**src/rtl/uart_rx_pkg.sv**
```systemverilog
package uart_rx_pkg;

  localparam int DATA_W = 8;

  // Control register image, bit 0 is the LSB
  typedef struct packed {
    logic       lsIrqEn;    // bit 7
    logic       rxIrqEn;    // bit 6
    logic       loopback;   // bit 5
    logic       parityOdd;  // bit 4
    logic       parityEn;   // bit 3
    logic [1:0] trigSel;    // bits 2:1
    logic       fifoEn;     // bit 0
  } rxCfg_t;

  // Strobes from the bit-level control to the datapath
  typedef struct packed {
    logic              charDone;
    logic [DATA_W-1:0] data;
    logic              parityErr;
    logic              frameErr;
  } rxStrobe_t;

  typedef struct packed {
    logic [DATA_W-1:0] data;
    logic              pe;
    logic              fe;
  } rxEntry_t;

  typedef enum logic [2:0] {
    ST_IDLE, ST_START, ST_DATA, ST_PARITY, ST_STOP
  } rxState_t;

  localparam logic [1:0] ADDR_DATA = 2'd0;
  localparam logic [1:0] ADDR_CTRL = 2'd1;
  localparam logic [1:0] ADDR_STAT = 2'd2;

endpackage

```
**src/rtl/uart_rx_ctrl.sv**
```systemverilog
module uart_rx_ctrl
  import uart_rx_pkg::*;
#(
  parameter int OSR = 16
) (
  input  logic      clk,
  input  logic      rstN,
  input  logic      sampleTick,
  input  logic      serialIn,
  input  logic      txShiftOut,
  input  logic      loopback,
  input  logic      parityEn,
  input  logic      parityOdd,
  output rxStrobe_t stb
);

  localparam int CW   = $clog2(OSR);
  localparam int HALF = OSR / 2;
  localparam int BW   = $clog2(DATA_W);

  logic [1:0]        syncQ;
  logic              lineBit;
  rxState_t          state;
  logic [CW-1:0]     tickCnt;
  logic [BW-1:0]     bitIdx;
  logic [DATA_W-1:0] shiftQ;
  logic              parBit;
  logic              atHalf, atFull, expPar;

  assign lineBit = syncQ[1];
  assign atHalf  = tickCnt == CW'(HALF - 1);
  assign atFull  = tickCnt == CW'(OSR - 1);
  assign expPar  = parityOdd ? ~^shiftQ : ^shiftQ;

  // Input selection ahead of a two-stage synchronizer
  always_ff @(posedge clk or negedge rstN) begin
    if (!rstN) syncQ <= 2'b11;
    else       syncQ <= {syncQ[0], loopback ? txShiftOut : serialIn};
  end

  always_ff @(posedge clk or negedge rstN) begin
    if (!rstN) begin
      state   <= ST_IDLE;
      tickCnt <= '0;
      bitIdx  <= '0;
      shiftQ  <= '0;
      parBit  <= 1'b0;
      stb     <= '0;
    end else begin
      stb.charDone <= 1'b0;
      if (sampleTick) begin
        case (state)
          ST_IDLE: begin
            if (!lineBit) begin
              state   <= ST_START;
              tickCnt <= '0;
            end
          end
          ST_START: begin
            if (atHalf) begin
              tickCnt <= '0;
              bitIdx  <= '0;
              state   <= lineBit ? ST_IDLE : ST_DATA;
            end else tickCnt <= tickCnt + 1'b1;
          end
          ST_DATA: begin
            if (atFull) begin
              tickCnt <= '0;
              shiftQ  <= {lineBit, shiftQ[DATA_W-1:1]};
              bitIdx  <= bitIdx + 1'b1;
              if (bitIdx == BW'(DATA_W - 1))
                state <= parityEn ? ST_PARITY : ST_STOP;
            end else tickCnt <= tickCnt + 1'b1;
          end
          ST_PARITY: begin
            if (atFull) begin
              tickCnt <= '0;
              parBit  <= lineBit;
              state   <= ST_STOP;
            end else tickCnt <= tickCnt + 1'b1;
          end
          ST_STOP: begin
            if (atFull) begin
              tickCnt       <= '0;
              bitIdx        <= '0;
              stb.charDone  <= 1'b1;
              stb.data      <= shiftQ;
              stb.parityErr <= parityEn && (parBit != expPar);
              stb.frameErr  <= !lineBit;
              // a low stop sample is taken as the next start bit
              state         <= lineBit ? ST_IDLE : ST_DATA;
            end else tickCnt <= tickCnt + 1'b1;
          end
          default: state <= ST_IDLE;
        endcase
      end
    end
  end

endmodule

```
**src/rtl/uart_rx_datapath.sv**
```systemverilog
module uart_rx_datapath
  import uart_rx_pkg::*;
#(
  parameter int DEPTH = 16
) (
  input  logic              clk,
  input  logic              rstN,
  input  rxStrobe_t         stb,
  input  logic [1:0]        regAddr,
  input  logic              regWrEn,
  input  logic              regRdEn,
  input  logic [DATA_W-1:0] regWrData,
  output logic [DATA_W-1:0] regRdData,
  output rxCfg_t            cfg,
  output logic [3:0]        lineStat,
  output logic              dataAvail
);

  localparam int AW   = $clog2(DEPTH);
  localparam int CNTW = AW + 1;

  rxEntry_t       mem [DEPTH];
  logic [AW-1:0]  wrPtr, rdPtr, nxtPtr;
  logic [CNTW-1:0] count, capacity, trigLevel;
  logic           full, push, pop, overrunNow;
  logic           dataRead, lsrRead, ctrlWrite;
  logic           headLoad;
  logic [1:0]     headNext;
  logic           oeQ, peQ, feQ;

  assign dataRead   = regRdEn && regAddr == ADDR_DATA;
  assign lsrRead    = regRdEn && regAddr == ADDR_STAT;
  assign ctrlWrite  = regWrEn && regAddr == ADDR_CTRL;
  assign capacity   = cfg.fifoEn ? CNTW'(DEPTH) : CNTW'(1);
  assign full       = count >= capacity;
  assign push       = stb.charDone && !full;
  assign overrunNow = stb.charDone && full;
  assign pop        = dataRead && count != '0;
  assign nxtPtr     = rdPtr + AW'(1);

  always_comb begin
    case (cfg.trigSel)
      2'd0:    trigLevel = CNTW'(1);
      2'd1:    trigLevel = CNTW'(4);
      2'd2:    trigLevel = CNTW'(8);
      default: trigLevel = CNTW'(14);
    endcase
  end

  // Marks of whichever character becomes the new head
  always_comb begin
    headLoad = 1'b0;
    headNext = 2'b00;
    if (pop) begin
      headLoad = 1'b1;
      if (count > CNTW'(1))  headNext = {mem[nxtPtr].pe, mem[nxtPtr].fe};
      else if (push)         headNext = {stb.parityErr, stb.frameErr};
    end else if (push && count == '0) begin
      headLoad = 1'b1;
      headNext = {stb.parityErr, stb.frameErr};
    end
  end

  always_ff @(posedge clk) begin
    if (push) mem[wrPtr] <= {stb.data, stb.parityErr, stb.frameErr};
  end

  always_ff @(posedge clk or negedge rstN) begin
    if (!rstN) begin
      wrPtr <= '0;
      rdPtr <= '0;
      count <= '0;
      cfg   <= '0;
      oeQ   <= 1'b0;
      peQ   <= 1'b0;
      feQ   <= 1'b0;
    end else begin
      if (push) wrPtr <= wrPtr + AW'(1);
      if (pop)  rdPtr <= nxtPtr;
      count <= count + CNTW'(push) - CNTW'(pop);
      if (ctrlWrite) cfg <= rxCfg_t'(regWrData);
      if (headLoad)     {peQ, feQ} <= headNext;
      else if (lsrRead) {peQ, feQ} <= 2'b00;
      if (overrunNow)   oeQ <= 1'b1;
      else if (lsrRead) oeQ <= 1'b0;
    end
  end

  assign lineStat  = {feQ, peQ, oeQ, count != '0};
  assign dataAvail = cfg.fifoEn ? (count >= trigLevel) : (count != '0);

  always_comb begin
    case (regAddr)
      ADDR_DATA: regRdData = (count != '0) ? mem[rdPtr].data : '0;
      ADDR_CTRL: regRdData = cfg;
      ADDR_STAT: regRdData = {4'b0000, lineStat};
      default:   regRdData = '0;
    endcase
  end

endmodule

```
**src/rtl/uart_rx_status.sv**
```systemverilog
module uart_rx_status
  import uart_rx_pkg::*;
#(
  parameter int OSR   = 16,
  parameter int DEPTH = 16
) (
  input  logic       clk,
  input  logic       rstN,
  input  logic       sampleTick,
  input  logic       serialIn,
  input  logic       txShiftOut,
  output logic       serialOut,
  input  logic [1:0] regAddr,
  input  logic       regWrEn,
  input  logic       regRdEn,
  input  logic [7:0] regWrData,
  output logic [7:0] regRdData,
  output logic       irq
);

  rxStrobe_t  rxStb;
  rxCfg_t     rxCfg;
  logic [3:0] lineStat;
  logic       dataAvail;

  uart_rx_ctrl #(.OSR(OSR)) i_ctrl (
    .clk        (clk),
    .rstN       (rstN),
    .sampleTick (sampleTick),
    .serialIn   (serialIn),
    .txShiftOut (txShiftOut),
    .loopback   (rxCfg.loopback),
    .parityEn   (rxCfg.parityEn),
    .parityOdd  (rxCfg.parityOdd),
    .stb        (rxStb)
  );

  uart_rx_datapath #(.DEPTH(DEPTH)) i_dp (
    .clk       (clk),
    .rstN      (rstN),
    .stb       (rxStb),
    .regAddr   (regAddr),
    .regWrEn   (regWrEn),
    .regRdEn   (regRdEn),
    .regWrData (regWrData),
    .regRdData (regRdData),
    .cfg       (rxCfg),
    .lineStat  (lineStat),
    .dataAvail (dataAvail)
  );

  assign serialOut = rxCfg.loopback ? 1'b1 : txShiftOut;
  assign irq = (rxCfg.rxIrqEn & dataAvail) | (rxCfg.lsIrqEn & (|lineStat[3:1]));

endmodule

```
**config.mk**
```make
export PLATFORM = sky130hd
export DESIGN_NAME = uart_rx_status
export DESIGN_NICKNAME = d
export VERILOG_FILES = /design/src/rtl/uart_rx_pkg.sv /design/src/rtl/uart_rx_ctrl.sv /design/src/rtl/uart_rx_datapath.sv /design/src/rtl/uart_rx_status.sv
export SDC_FILE = /design/constraint.sdc
export NUM_CORES = 1
export LEC_CHECK = 0
export ABC_AREA = 1
export BUFFER_PORTS_ARGS = -buffer_cell sky130_fd_sc_hd__clkbuf_2
export CORE_MARGIN = 2
export CORE_UTILIZATION = 38
export CTS_CLUSTER_DIAMETER = 30
export DETAILED_ROUTE_END_ITERATION = 8
export PLACE_DENSITY_LB_ADDON = 0.15
export SETUP_SLACK_MARGIN = 0.2
export SLEW_MARGIN = 10
export SYNTH_ARGS = -nofsm -noshare
export SYNTH_HDL_FRONTEND = slang
export SYNTH_HIERARCHICAL = 1
export SYNTH_SLANG_ARGS = --single-unit
export TNS_END_PERCENT = 100
```
**constraint.sdc**
```tcl
create_clock -name clk -period 7.67 [get_ports clk]
set_input_delay 1.534 -clock clk [delete_from_list [all_inputs] [get_ports clk]]
set_output_delay 1.534 -clock clk [all_outputs]
set_load 0.03 [all_outputs]
```
## After elaboration in Yosys (flattened, before gate mapping)

Memory sizes are Yosys's and may differ from the RTL's.
Index checks and enable logic that the tools add are counted.

- Add/sub/neg operators: 6
- Multipliers: 0
- Div/mod/pow operators: 0
- $lt $le $gt $ge: 3
- Equality and inequality tests: 18
- Shift-type cells: 0
- Mux-type cells: 40
- Bitwise gates (word level): 3
- Reduce and logical (&&, ||, !) cells: 29

Operators with widths:

| kind | number |
|---|---|
| two-way mux 11 bit | 3 |
| two-way mux 3 bit | 10 |
| one-hot mux 4 bit (3 select lines) | 2 |
| one-hot mux 8 bit (3 select lines) | 1 |
| one-hot mux 3 bit (5 select lines) | 1 |
| adder 4 x 1 -> 4 bit (second input constant) | 3 |
| two-way mux 1 bit | 12 |
| two-way mux 4 bit | 3 |
| AND reduction 3 bit | 4 |
| two-way mux 2 bit | 5 |
| inequality test 2 x 1 -> 1 bit (second input constant) | 5 |
| one-hot mux 3 bit (3 select lines) | 1 |
| logical AND 1 bit | 8 |
| two-way mux 8 bit | 1 |
| XNOR reduction 8 bit | 1 |
| XOR reduction 8 bit | 1 |
| AND reduction 7 bit | 1 |
| equality test 3 x 2 -> 1 bit (second input constant) | 2 |
| equality test 3 bit (second input constant) | 2 |
| nonzero test 3 bit | 2 |
| OR reduction 3 bit | 2 |
| adder 5 x 1 -> 5 bit | 1 |
| greater-or-equal comparator 5 x 4 -> 1 bit | 1 |
| greater-or-equal comparator 5 bit | 1 |
| other kinds (20) | 26 |

- Flip-flop bits (word level): 56
- Latch bits: 0
- RAM bits: 160
- Bits in read-only memories: 0
- Input port bits: 17
- Memories kept: 1

Memories:

| name | depth | bits a word | rd ports | clocked after Yosys merged registers in | write ports | line | text |
|---|---|---|---|---|---|---|---|
| i_dp.mem | 16 | 10 | 2 | 0 | 1 | uart_rx_datapath.sv:22 | `rxEntry_t mem [DEPTH];` |

## Depth between registers and ports, before layout

Gate-level depths: netlist of run 1.

- Depth in word-level cells: 8
- Mapped depth: 15
- Gate-level depth less buffers: 15

## By module

The synthesis of run 1 kept the hierarchy.

Modules (own cells, without submodules):

| module | times used | cells an instance | area each (um^2) | seq. area each (um^2) |
|---|---|---|---|---|
| uart_rx_datapath | 1 | 702 | 8039.0 | 5405.2 |
| uart_rx_ctrl | 1 | 196 | 1587.8 | 803.3 |
| uart_rx_status | 1 | 7 | 28.8 | 0.0 |

## Worst setup path after synthesis of run 1

Ideal clock, no wire load.

- Path type: in2out
- Start: input port regAddr[0]
- End: output port regRdData[3]
- Arrival: 2.368 ns
- Data required time: 6.136 ns
- Setup slack: 3.768 ns
- Cell stages on the path: 6
- Path buffers: 0
- Cell sequence: inv_1 -> nand2_1 -> or2_2 -> inv_2 -> nand3_1 -> nand2_1

- Longest elaborated chain between the ends: 2

Ends and longest elaborated chain:

| element | line | text |
|---|---|---|
| from (decl) | uart_rx_status.sv:13 | `input logic [1:0] regAddr,` |
| equality test 2 bit, or another cell as far along | uart_rx_datapath.sv:93 | `case (regAddr)` |
| one-hot mux 8 bit (3 select lines) * | uart_rx_datapath.sv:93 |  |
| to (decl) | uart_rx_status.sv:17 | `output logic [7:0] regRdData,` |

Mark *: on every way between the ends. The rest lies on a longest branch, timed or not.

## Final worst setup path of run 1

- Start: register i_dp.rdPtr[0]
- End: output port regRdData[7]

- Longest elaborated chain between the ends: 3

Ends and longest elaborated chain:

| element | line | text |
|---|---|---|
| from (decl) | uart_rx_datapath.sv:23 | `logic [AW-1:0] wrPtr, rdPtr, nxtPtr;` |
| from (signal assigned) | uart_rx_datapath.sv:79 | `if (pop) rdPtr <= nxtPtr;` |
| memory read (16 x 10 bit) | -- |  |
| two-way mux 8 bit | uart_rx_datapath.sv:94 | `ADDR_DATA: regRdData = (count != '0) ? mem[rdPtr].data : '0;` |
| one-hot mux 8 bit (3 select lines) | uart_rx_datapath.sv:93 |  |

Every way passes these cells.

==> qor.txt, run 1 <==
Setup TNS -> 0 ps
Outcome -> finished clean
Slew @ Worst Pin -> 1186 ps
Post-Route WL -> 23620 um
FMAX -> 218.2 MHz
CTS tree -> done
DP HPWL -> 14970 um
H-tree levels -> 2
Post-synth EDFFs -> 160
Worst Reg-to-Reg Cells -> 12
Synthesized instance count -> 905
PortBufs -> 26
Vias per cell -> 4.961
Leakage -> 0.004585 uW
Initial antenna violation count -> 0
Yosys warns -> 6
Area delta synth->final -> 19.24%
RSZ-0062 raised after global routing -> false
Rows -> 58
Initial DRC Count -> 451
Number of diodes -> 0
Tmin final -> 4583 ps
Core box area -> 0.02504 mm^2
CP bufs+invs -> 2
Final-report hold violation count -> 0
Setup violators final -> 0
PD cells -> 371.6 mW/mm^2
Die area -> 0.02670 mm^2
DRC -> 0
Max Cap Viol -> 0
Critical Path Stages -> 8
WP data arrival -> 3050 ps
Yosys reg bits -> 216
Crit share post-route -> 59.75%
Root Driver -> clkbuf_16
Syn_area_per_cell -> 10.67 um^2
Skew final -> 25.91 ps
All-layer global routing usage -> 18.62%
GRT overflow -> 0
Hold WC Path Type -> reg -> reg
Cells along the critical path -> buf_4, o21ai_0, o211ai_1, nand4_1, o21ai_1, nand2_1, nand2_1, clkbuf_2
Pwr Total -> 4278 uW
Layout cell share with drive strength beyond 1 -> 14.85%
Die X -> 163.4 um
Most Frequent Cell on Critical Path -> nand2_1
Maximum VDD drop -> 0.2656 mV
Clock slew at reported path FFs -> 50 ps
Slowest-stage cell, CP -> buf_4
Via Count -> 6549
Number of global-route vias before repair -> 6469
# IOs -> 27
DRT Pass-1 Iters -> 5
Initial core utilization -> 38.57%
Startpoint types -> register
Post-CTS Hold Fix Bufs -> 0
Crit path max-delay family -> buffers and inverters
CTS Buffer Depth -> 3
Ys async rst share -> 25.93%
CP max FO -> 89
Num CTS Buffers -> 44
Mapped Nets -> 946
Largest net degree at the start of global routing -> 90
Nets -> 996
Req. time, crit path -> 6140 ps
Slew headroom -> 20.67%
Gates resized, CTS repair -> 0
Routability Congestion -> 0.8013
Primary FF master, synth -> edfxtp_1
# Post-CTS Setup Buffers -> 0
Hold Path Depth -> 0
Sequential share of the synthesized area -> 64.30%
Fillers -> 2320
Clock Latency Late Sink -> 530 ps
Synthesized cell area -> 0.009656 mm^2
Global-route wire length before repair -> 37540 um
Yosys cell types -> 37
Die height -> 163.4 um
Final ANT Viol Nets -> 0
Wire length per cell -> 17.89 um
CP endpoint kind -> primary output
TritonCTS Sinks -> 216
Crit Path Class -> reg -> out
Slew Limit Fails -> 0
CP max stage delay -> 740 ps
-- synthesized netlist by cell type (9+ instances only) --
cell	count	area share, %
a21oi_1	24	1.2
nand3_1	64	3.3
inv_1	73	2.8
buf_4	9	0.70
buf_2	18	0.93
nand2_1	189	7.3
ha_1	23	3.0
nand4_1	9	0.58
dfrtp_1	54	14
o21ai_1	40	2.1
o21ai_0	59	3.1
edfxtp_1	160	50
nor2_1	91	3.5
o211ai_1	15	1.2
-- layout by cell type, fill, tap and decap left out, types with 7 or more instances in the layout --
cell / count
a21oi_1: 24
buf_4: 14
clkbuf_16: 44
clkbuf_2: 26
clkinv_1: 7
clkinv_2: 7
dfrtp_1: 53
edfxtp_1: 160
ha_1: 23
inv_1: 73
inv_2: 8
nand2_1: 189
nand2_2: 8
nand3_1: 64
nand4_1: 9
nor2_1: 91
o211ai_1: 15
o21ai_0: 59
o21ai_1: 40
xor2_1: 8
-- registers in the layout, summed over array words and instances (netlist names), 2 cells and up --
name / flops
i_ctrl/tickCnt: 4
i_dp/cfg: 8
i_dp/rdPtr: 4
i_dp/count: 5
i_dp/mem: 160
i_ctrl/bitIdx: 3
i_ctrl/syncQ: 2
i_ctrl/state: 3
i_dp/wrPtr: 4
i_ctrl/shiftQ: 8
i_ctrl/stb: 11
-- where the power goes --
group	internal, uW	switching, uW
Sequential	1300	71.6
Combinational	328	757
Clock	1220	606
-- final cells by class --
cell class                      instances  area [um^2]  share of cell area [%]
Clock buffer                           53         1165                   10.12
Clock inverter                         28        280.3                   2.434
Inverter                               84        317.8                   2.760
Multi-Input combinational cell        569         2893                   25.13
Sequential cell                       216         6210                   53.93
Tap cell                              330        412.9                   3.586
Timing Repair Buffer                   40        235.2                   2.043
-- worst register-to-register path, delay by kind of cell, from the launching register on --
kind                       cells  cell delay, ps
buffers and inverters          2            1130
and+or+nand+nor                9             860
adders and majority gates      1             530
DFF                            1             470
-- final timing paths --
check | to | slack [ps] | from
worst max-delay path | regRdData[7] | 3090 | i_dp/rdPtr[0]
worst min-delay path | i_ctrl/syncQ[1] | 350 | i_ctrl/syncQ[0]
worst max register to register | i_dp/peQ | 4620 | i_dp/rdPtr[0]
worst min register to register | i_ctrl/syncQ[1] | 350 | i_ctrl/syncQ[0]
max in group asynchronous | i_dp/rdPtr[0] | 5960 | rstN
min in group asynchronous | i_dp/count[0] | 1180 | rstN
-- metrics by stage --
stage	area [um^2]	instances	utilization, %	hold WS [ps]	worst slack (ps)
finish	11510	1320	45.99	354.7	3087
global route	11510	1320	45.99	357.1	2875
CTS	11510	1320	45.99	356.1	3127
detailed placement	10070	1239	40.21	349.5	3490
global placement	10070	1239	40.21	345.9	3507
floorplan	9656	905	-	345.2	3768
-- routing by layer --
metal  track usage [%]  routed length [um]  share of wire (%)
met5                 0                   0                  0
met4             5.189                 525                2.2
met3             3.733                1384                5.9
met2             29.36               10620                 45
met1             26.24               11090                 47
-- logic make-up after synthesis --
kind of cell / after synthesis / synth area share, %
AND/OR/NAND/NOR: 378 / 16.65
flip-flops: 216 / 64.30
XOR/XNOR: 11 / 0.9979
adder cells (fa/ha/maj): 24 / 3.188
AO/OA/AOI/OAI: 150 / 8.423
buffers and inverters: 120 / 5.741
multiplexers: 6 / 0.6997
No activity file was read; power rests on OpenSTA's default activity.
==> run 2, diff against run 1 <==
==> constraint.sdc (replaced) <==
create_clock -name clk -period 4 [get_ports clk]
set_input_delay 0.8 -clock clk [delete_from_list [all_inputs] [get_ports clk]]
set_output_delay 0.8 -clock clk [all_outputs]
set_load 0.03 [all_outputs]
==> run 2 against run 1 <==
Critical path depth stayed put. Count of clock-buffer cells in the layout is 6 higher. Clock skew is 4.8 ps lower. Combinational power is 96% higher. Sequential power is 91% higher. Non-clock buffer count is 8 higher. Power is 110% higher. Worst hold slack worse by 190 ps. Setup slack worse by 2500 ps. First-iteration DRC count is 4.9% lower. Clock power is 130% higher. Register-to-register slack worse by 3500 ps. Critical path type unchanged. Critical endpoint unchanged. Largest power group unchanged.
==> qor.txt, run 2 (synthesized netlist as in run 1, its figures left out) <==
Setup TNS -> 0 ps
# IOs -> 27
Req. time, crit path -> 3200 ps
PortBufs -> 26
Crit Path Class -> reg -> out
CP startpoint -> i_dp/rdPtr[0]
Fillers -> 2305
Number of global-route vias before repair -> 6487
WP data arrival -> 2630 ps
Initial core utilization -> 38.57%
# Post-CTS Setup Buffers -> 0
RR Startpoint -> i_dp/count[0]
Clock slew at reported path FFs -> 40 ps
Biggest regs -> i_dp/mem (160), i_ctrl/stb (11)
Vias per cell -> 4.895
Slew @ Worst Pin -> 711.1 ps
Initial antenna violation count -> 0
Post-Route WL -> 22840 um
Clock Latency Late Sink -> 530 ps
CTS tree -> done
Nets -> 1012
Wire length per cell -> 17.01 um
R2R Setup Slk -> 1130 ps
Skew final -> 21.13 ps
Register Area -> 0.006210 mm^2
Maximum VDD drop -> 0.4273 mV
RSZ-0062 raised after global routing -> false
Worst Reg-to-Reg Cells -> 14
DP HPWL -> 14410 um
Max reg flops -> 160
Post-CTS Hold Fix Bufs -> 0
Multi-input gate area -> 0.002893 mm^2
PD cells -> 746.7 mW/mm^2
Final Util -> 47.48%
Most frequent cells in the layout -> nand2_1, edfxtp_1, nor2_1
Setup violators final -> 0
Die X -> 163.4 um
Tmin final -> 3427 ps
Gates resized, CTS repair -> 0
Largest net degree at the start of global routing -> 98
Slew Limit Fails -> 0
Final-report hold violation count -> 0
Outcome -> finished clean
Layout cell share with drive strength beyond 1 -> 16.19%
H-tree levels -> 2
Crit share post-route -> 85.68%
DRC -> 0
Max Cap Viol -> 0
Hold WC Path Type -> in -> async
Global-route wire length before repair -> 36270 um
Number of diodes -> 0
Num CTS Buffers -> 52
Leakage -> 0.004794 uW
CP max FO -> 56
Root Driver -> clkbuf_16
DRT Pass-1 Iters -> 4
Startpoint types -> register
All-layer global routing usage -> 17.78%
Final ANT Viol Nets -> 0
Area delta synth->final -> 23.10%
GRT overflow -> 0
Largest Register -> i_dp/mem
Commonest non-fill, non-tap cell in the layout -> nand2_1
Via Count -> 6574
Initial DRC Count -> 429
Slew headroom -> 52.60%
CTS Buffer Depth -> 3
CP endpoint kind -> primary output
FMAX -> 291.8 MHz
Rows -> 58
Die height -> 163.4 um
Core box area -> 0.02504 mm^2
Routability Congestion -> 0.8637
Die area -> 0.02670 mm^2
Worst R2R End -> i_dp/count[4]
TritonCTS Sinks -> 216
==> run 2: how the worst max path moves through the flow <==
stage / endpoint / cells past startpoint
finish: regRdData[7] / 8
CTS: regRdData[7] / 8
floorplan: i_dp/count[4] / 11
global route: regRdData[5] / 10
detailed placement: i_dp/count[4] / 12
global placement: i_dp/count[4] / 12
==> run 2: layer usage <==
metal	wire (um)	global-route usage [%]	up-vias
met1	10900	25.37	3142
met2	10450	27.69	152
met5	0	0	-
met3	1131	3.377	31
met4	363	5.149	0
li1	-	-	3249
==> run 2: area by class of cell <==
class | count | share of cell area [%]
Sequential cell | 216 | 52.24
Multi-Input combinational cell | 569 | 24.34
Clock buffer | 59 | 11.43
Tap cell | 330 | 3.474
Clock inverter | 37 | 3.253
Inverter | 84 | 2.674
Timing Repair Buffer | 48 | 2.589
==> run 2: critical path, stage by stage, from the launching register on <==
cell and delay [ps]:
dfrtp_2 430, inv_4 450, nor2_1 80, o211ai_1 350, nand4_1 120, o21ai_1 170, nand2_1 150, nand2_1 90
clkbuf_2 200
==> run 2: stage by stage <==
step / std cells / power (uW) / hold slack [ps] / setup WS (ps) / instance area (um^2)
floorplan: 905 / 4246 / 345.2 / 1290 / 9656
global placement: 1247 / 4794 / 346.7 / 1014 / 10140
detailed placement: 1247 / 4803 / 347.5 / 969.2 / 10140
CTS: 1343 / 8976 / 146.2 / 560.2 / 11890
global route: 1343 / 9391 / 162.0 / 407.6 / 11890
finish: 1343 / 8876 / 161.8 / 572.7 / 11890
==> run 2: where the power goes <==
group          switching (uW)  leakage (uW)  internal [uW]
Sequential                112       0.00203           2490
Combinational            1480       0.00191            659
Clock                    1220      0.000858           2910
